[config.mk]
export PLATFORM = sky130hd
export DESIGN_NAME = srst_bank
export DESIGN_NICKNAME = d
export VERILOG_FILES = /design/src/rtl/srst_pkg.sv /design/src/rtl/srst_dec.sv /design/src/rtl/srst_cell.sv /design/src/rtl/srst_rdmux.sv /design/src/rtl/srst_bank.sv
export SDC_FILE = /design/constraint.sdc
export NUM_CORES = 1
export LEC_CHECK = 0
export ABC_AREA = 1
export ABC_CLOCK_PERIOD_IN_PS = 1050
export BUFFER_PORTS_ARGS = -buffer_cell sky130_fd_sc_hd__buf_2
export CAP_MARGIN = 20
export CORE_UTILIZATION = 46
export DETAILED_ROUTE_END_ITERATION = 8
export PLACE_DENSITY = 0.88
export SETUP_SLACK_MARGIN = 0.2
export SLEW_MARGIN = 10
export SYNTH_ARGS = -nofsm -noshare
export SYNTH_HDL_FRONTEND = slang
export SYNTH_SLANG_ARGS = --single-unit
[constraint.sdc]
create_clock -name clk -period 1.05 [get_ports clk]
set_input_delay 0.1575 -clock clk [delete_from_list [all_inputs] [get_ports clk]]
set_output_delay 0.1575 -clock clk [all_outputs]
set_load 0.05 [all_outputs]
[src/rtl/srst_pkg.sv]
package srst_pkg;
  typedef logic [31:0] word_t;

  function automatic int lines_per_reg(input bit masked);
    return masked ? 16 : 32;
  endfunction
endpackage

[src/rtl/srst_dec.sv]
module srst_dec #(
  parameter int NUM_REGS = 4,
  parameter int ADDR_W   = 6
) (
  input  logic [ADDR_W-1:0]   addr,
  output logic [NUM_REGS-1:0] hit,
  output logic                in_range
);
  localparam int IDX_W = ADDR_W - 2;
  localparam logic [IDX_W:0] NREG_V = (IDX_W+1)'(NUM_REGS);

  logic [IDX_W-1:0] idx;
  assign idx      = addr[ADDR_W-1:2];
  assign in_range = ({1'b0, idx} < NREG_V);

  for (genvar i = 0; i < NUM_REGS; i++) begin : g_hit
    assign hit[i] = in_range && (idx == IDX_W'(i));
  end
endmodule

[src/rtl/srst_cell.sv]
module srst_cell
  import srst_pkg::*;
#(
  parameter bit MASKED = 1'b1,
  localparam int L = lines_per_reg(MASKED)
) (
  input  logic         clk,
  input  logic         rst_n,
  input  logic         wr_en,
  input  word_t        wdata,
  output logic [L-1:0] q
);
  logic [L-1:0] nxt;

  if (MASKED) begin : g_masked
    assign nxt = (q & ~wdata[31:16]) | (wdata[15:0] & wdata[31:16]);
  end else begin : g_plain
    assign nxt = wdata;
  end

  always_ff @(posedge clk or negedge rst_n) begin
    if (!rst_n)     q <= '0;
    else if (wr_en) q <= nxt;
  end
endmodule

[src/rtl/srst_rdmux.sv]
module srst_rdmux
  import srst_pkg::*;
#(
  parameter int NUM_REGS = 4,
  parameter int L        = 16
) (
  input  logic [NUM_REGS-1:0]   hit,
  input  logic [NUM_REGS*L-1:0] flat,
  output word_t                 rdata
);
  always_comb begin
    rdata = '0;
    for (int i = 0; i < NUM_REGS; i++) begin
      if (hit[i]) rdata[L-1:0] = flat[i*L +: L];
    end
  end
endmodule

[src/rtl/srst_bank.sv]
module srst_bank
  import srst_pkg::*;
#(
  parameter int NUM_REGS = 4,
  parameter bit MASKED   = 1'b1,
  parameter int ADDR_W   = 6,
  localparam int L       = lines_per_reg(MASKED),
  localparam int NRST    = NUM_REGS * L
) (
  input  logic              clk,
  input  logic              rst_n,
  input  logic [ADDR_W-1:0] addr,
  input  logic [31:0]       wdata,
  input  logic              we,
  output logic [31:0]       rdata,
  output logic [NRST-1:0]   rst_o
);
  logic [NUM_REGS-1:0] hit;
  logic                in_range;

  srst_dec #(.NUM_REGS(NUM_REGS), .ADDR_W(ADDR_W)) u_dec (
    .addr(addr), .hit(hit), .in_range(in_range)
  );

  for (genvar i = 0; i < NUM_REGS; i++) begin : g_reg
    logic [L-1:0] q;
    srst_cell #(.MASKED(MASKED)) u_cell (
      .clk(clk), .rst_n(rst_n), .wr_en(we && hit[i]),
      .wdata(wdata), .q(q)
    );
    assign rst_o[i*L +: L] = q;
  end

  srst_rdmux #(.NUM_REGS(NUM_REGS), .L(L)) u_rd (
    .hit(hit), .flat(rst_o), .rdata(rdata)
  );
endmodule

# Yosys cells after proc, flatten, opt, wreduce, memory -nomap -nowiden
# Index checks and enable logic that the tools add are counted.
dict set report totals {
  out_inout_bits 96
  wordCells 31
  inputBits 41
  regBits 64
}
dict set report classes {
  reduce_logical 9
  n_bitwise 10
  magnitude_cmp 1
  n_eq_ne 3
  muxes 4
}
# operator n
set op_table {}
lappend op_table {{$and 16x16->16} 5}
lappend op_table {{$mux 16} 4}
lappend op_table {{$or 16x16->16} 4}
lappend op_table {{$not 16->16} 1}
lappend op_table {{$eq 4x2->1 const B} 2}
lappend op_table {{$logic_and 1x1->1} 8}
lappend op_table {{$eq 4x1->1 const B} 1}
lappend op_table {{$logic_not 4->1} 1}
lappend op_table {{$lt 4x3->1 const B} 1}

# Longest topological paths before layout
dict set report depth {
  ltp_word 6
  mapped_depth 6
  ltp_nobuf 5
}

# Cells and area by module
# From an unflattened synthesis, not the netlist that was laid out.
dict set report hier_totals {
  hier_cells 511
  hier_area_um2 3727.3
}
# mod n_inst cells_per_inst area_each_um2 seq_area_each_um2
set modules_own_cells {}
lappend modules_own_cells {srst_cell 4 83 694.4 400.4}
lappend modules_own_cells {srst_rdmux 1 157 864.6 0.0}
lappend modules_own_cells {srst_dec 1 14 55.1 0.0}
lappend modules_own_cells {srst_bank 1 8 30.0 0.0}

# Least setup slack after synthesis
# OpenSTA, ideal clock, no wires.
dict set report synth_path {
  kind {input port to output port}
  from {in addr[5]}
  to {out rdata[13]}
  arrival_time_ns 1.266
  t_required_ns 0.892
  path_buffers 2
  stages 5
  slack_ns -0.374
  cell_sequence {nor2_1 -> buf_2 -> buf_2 -> nand3_1 -> nand4_1}
}
dict set report synth_between {
  elab_chain_cells 6
  elab_cells_between_ends 13
  cone_classes {order compare: 1; eq/ne: 3; mux: 4; reduce/logical: 5}
}
# element line
set synth_rtl {}
lappend synth_rtl {{start, declared} srst_bank.sv:12} ;# input logic [ADDR_W-1:0] addr,
lappend synth_rtl {{$lt 4x3->1 or $logic_not 4->1 (tied branches)} {srst_dec.sv:14, srst_dec.sv:17}}
lappend synth_rtl {{$logic_and 1x1->1} srst_dec.sv:17} ;# assign hit[i] = in_range && (idx == IDX_W'(i));
lappend synth_rtl {{$mux 16 (3 in series)} srst_rdmux.sv:14} ;# if (hit[i]) rdata[L-1:0] = flat[i*L +: L];
lappend synth_rtl {{$mux 16 (*)} srst_rdmux.sv:14}
lappend synth_rtl {{end, declared} srst_bank.sv:15} ;# output logic [31:0] rdata,
# Mark *: on every way between the ends. The rest lies on a longest branch, timed or not.

==> impl_metrics.yaml <==
job:
  maxCapViolations: 0
global_route:
  grt_pass1_wl_um: 20980
  grt.total_usage_pct: 31.07
  grt_max_degree: 65
  grt.overflow.total: 0
  grt_pass1_vias: 4315
  grt_antenna_before_repair: 0
floorplanning:
  pin_count: 137
  core_area_um2: 8175
  start_util_pct: 47.51
  rows: 33
  die_h_um: 93.89
  die_x_um: 93.89
  die_area_um2: 8814
clock_tree:
  clock_sinks: 64
  cts_buffers: 9
  ctsHtreeMaxLevel: 3
  cts_tree: "done"
  insertion_delay_ns: 0.34
  cts-root-buf: "clkbuf_8"
  cts_max_path_buffers: 2
  clk_pin_slew_worst_paths_ns: 0.08
synth:
  yosys_warnings: 0
  yosysUniqueCellTypes: 17
  synth_top_area_share_pct: 41.24
  ys_top_cells_by_count: "nand2_1 (146), nand4_1 (128), dfrtp_1 (64), nand3_1 (64), buf_4 (34)"
  synth-edff-count: 0
  yosys_register_bits: 64
  yosysSeqAreaShare_pct: 41.24
  async_reset_ff_share_pct: 100.0
  post-synth-top-count-cell: "nand2_1"
  synthCells: 493
  ys.flop_type: "dfrtp_1"
  syn_area_per_cell_um2: 7.878
  synth_top_area_cell: "dfrtp_1"
  netlist_area_um2: 3884
  synth_area_leaders: "dfrtp_1 (41%), nand4_1 (21%), nand2_1 (14%)"
timing:
  layout_setup_ws_ns: -0.3585
  fmax_mhz: 710.0
  min_period_ns: 1.409
  setup_violations: 96
  tns_ns: -11.67
  finalHoldViolCount: 0
  clock_skew_ns: 0
  finalCritPeriodShare_pct: 134.1
  rsz0062_at_grt: "yes"
  slew_violations: 0
pwr:
  ir_drop_v: 0.001179
  p_leak_nw: 2.976
  powerDensity_nw_per_um2: 1703
critical_path:
  endpoint_kind: "primary output"
  start_kind: "register"
  critPathRequiredTime_ns: 0.89
  reg2reg_depth: 4
  worstPathMaxFanout: 3
  ff2ff_setup_slack_ns: 0.14
  worstPathArrival_ns: 1.25
  crit_type: "reg -> out"
final_layout:
  num_antenna_cells: 0
  areaGrowthSynthToFinish_pct: 73.94
  fill_cells: 422
  fin_area_um2: 6755
  drive_above_1_share_pct: 57.89
  final_nets: 701
hold_path:
  hold_path_startpoint: "wdata[13]"
  hold_depth: 3
  hold_class: "in -> reg"
route:
  drc_errors: 0
  vias: 4896
  drtPass1Iterations: 6
  ant_nets: 0
  drt-total-wl_um: 16260
  drt_iter0_markers: 523
  vias_per_cell: 6.358
  wl_per_cell_um: 21.12
place:
  globalplace.congestion: 0.8296
  port-buffer-count: 118
  post_dp_cell_area_um2: 4942
  dpl.hpwl_um: 8088
run_status:
  status: "finished with violations"
  violations: "negative setup slack"
-- metrics by stage --
stage | utilization (%) | setup slack, ns | hold slack, ns | power, mW | std cells
CTS | 74.14 | -0.2448 | 0.06563 | 10.47 | 729
floorplan | - | -0.1892 | -0.1381 | 6.217 | 508
global route | 82.63 | -0.3831 | 0.08013 | 11.83 | 770
finish | 82.63 | -0.3585 | 0.07364 | 11.51 | 770
detailed placement | 60.45 | -0.3357 | 0.2009 | 7.161 | 694
global placement | 60.45 | -0.3228 | 0.1980 | 7.066 | 694
-- cells by family (layout without fill, tap and decap cells) --
family / count (synthesis) / after routing / synth area share [%]
buffers and inverters: 79 / 236 / 13.08
flip-flops: 64 / 64 / 41.24
other: 1 / 16 / 0.09656
AND/OR/NAND/NOR: 349 / 349 / 45.59
-- where the power goes --
group	leakage (nW)	switching [mW]	internal, mW	total, mW
clock	0.105	1.07	1.41	2.48
sequential	0.743	0.591	3.01	3.60
combinational	2.13	3.25	2.18	5.42
total	2.98	4.91	6.60	11.5
-- layer usage --
layer  routed length (um)  global-route usage, %
met1                 5742                  36.16
met2                 8436                  54.68
met3                 1339                  6.553
met4                  745                  13.85
met5                    0                      0
-- layout make-up --
class / instances / area, um2 / area share [%]
clock buffer: 10 / 137.6 / 2.037
clock inverter: 6 / 91.34 / 1.352
inverter: 6 / 35.03 / 0.5186
multi-input combinational: 365 / 2198 / 32.54
sequential: 64 / 1682 / 24.89
tap: 105 / 131.4 / 1.945
timing repair buffer: 214 / 2480 / 36.71
-- how the worst max path moves through the flow --
stage | to | start | slack (ns) | cells after the start
final | rdata[2] | register | -0.36 | 3
after global routing | rdata[2] | register | -0.38 | 3
after CTS | rdata[13] | register | -0.24 | 3
after detailed placement | register | addr[5] | -0.34 | 8
after global placement | rdata[9] | addr[3] | -0.32 | 8
after floorplan | rdata[10] | addr[5] | -0.19 | 5
-- placed cells by master (no fill, tap or decap) --
master | synthesis | final
buf_6 | 7 | 92
inv_1 | 3 | 1
conb_1 | 1 | 16
nor2_4 | 7 | 8
clkbuf_8 | 0 | 10
clkbuf_16 | 0 | 3
buf_12 | 0 | 21
buf_16 | 0 | 1
nand3_2 | 0 | 64
bufinv_16 | 0 | 2
bufbuf_16 | 0 | 1
inv_6 | 0 | 1
nand2_1 | 146 | 134
inv_2 | 3 | 4
buf_2 | 14 | 33
nand4_1 | 128 | 128
dlygate4sd3_1 | 0 | 1
clkinvlp_4 | 0 | 3
nand2_4 | 0 | 2
nand2_2 | 3 | 13
buf_4 | 34 | 29
buf_8 | 0 | 33
dfrtp_2 | 0 | 64
clkinv_8 | 0 | 1
-- worst max-delay path, stage by stage (launching register included) --
cell and delay, ns:
dfrtp_2 0.44, nand3_2 0.07, nand4_1 0.18, buf_6 0.21
-- timing repair --
action                                 CTS  global route
setup buffers                           14            40
setup endpoints to repair              112           123
gates cloned                             4             2
endpoints found under the hold margin   64             0
hold buffers                             1             0
pin swaps                               10            42
gates resized for setup                195           105
(Power assumes the default switching activity.)
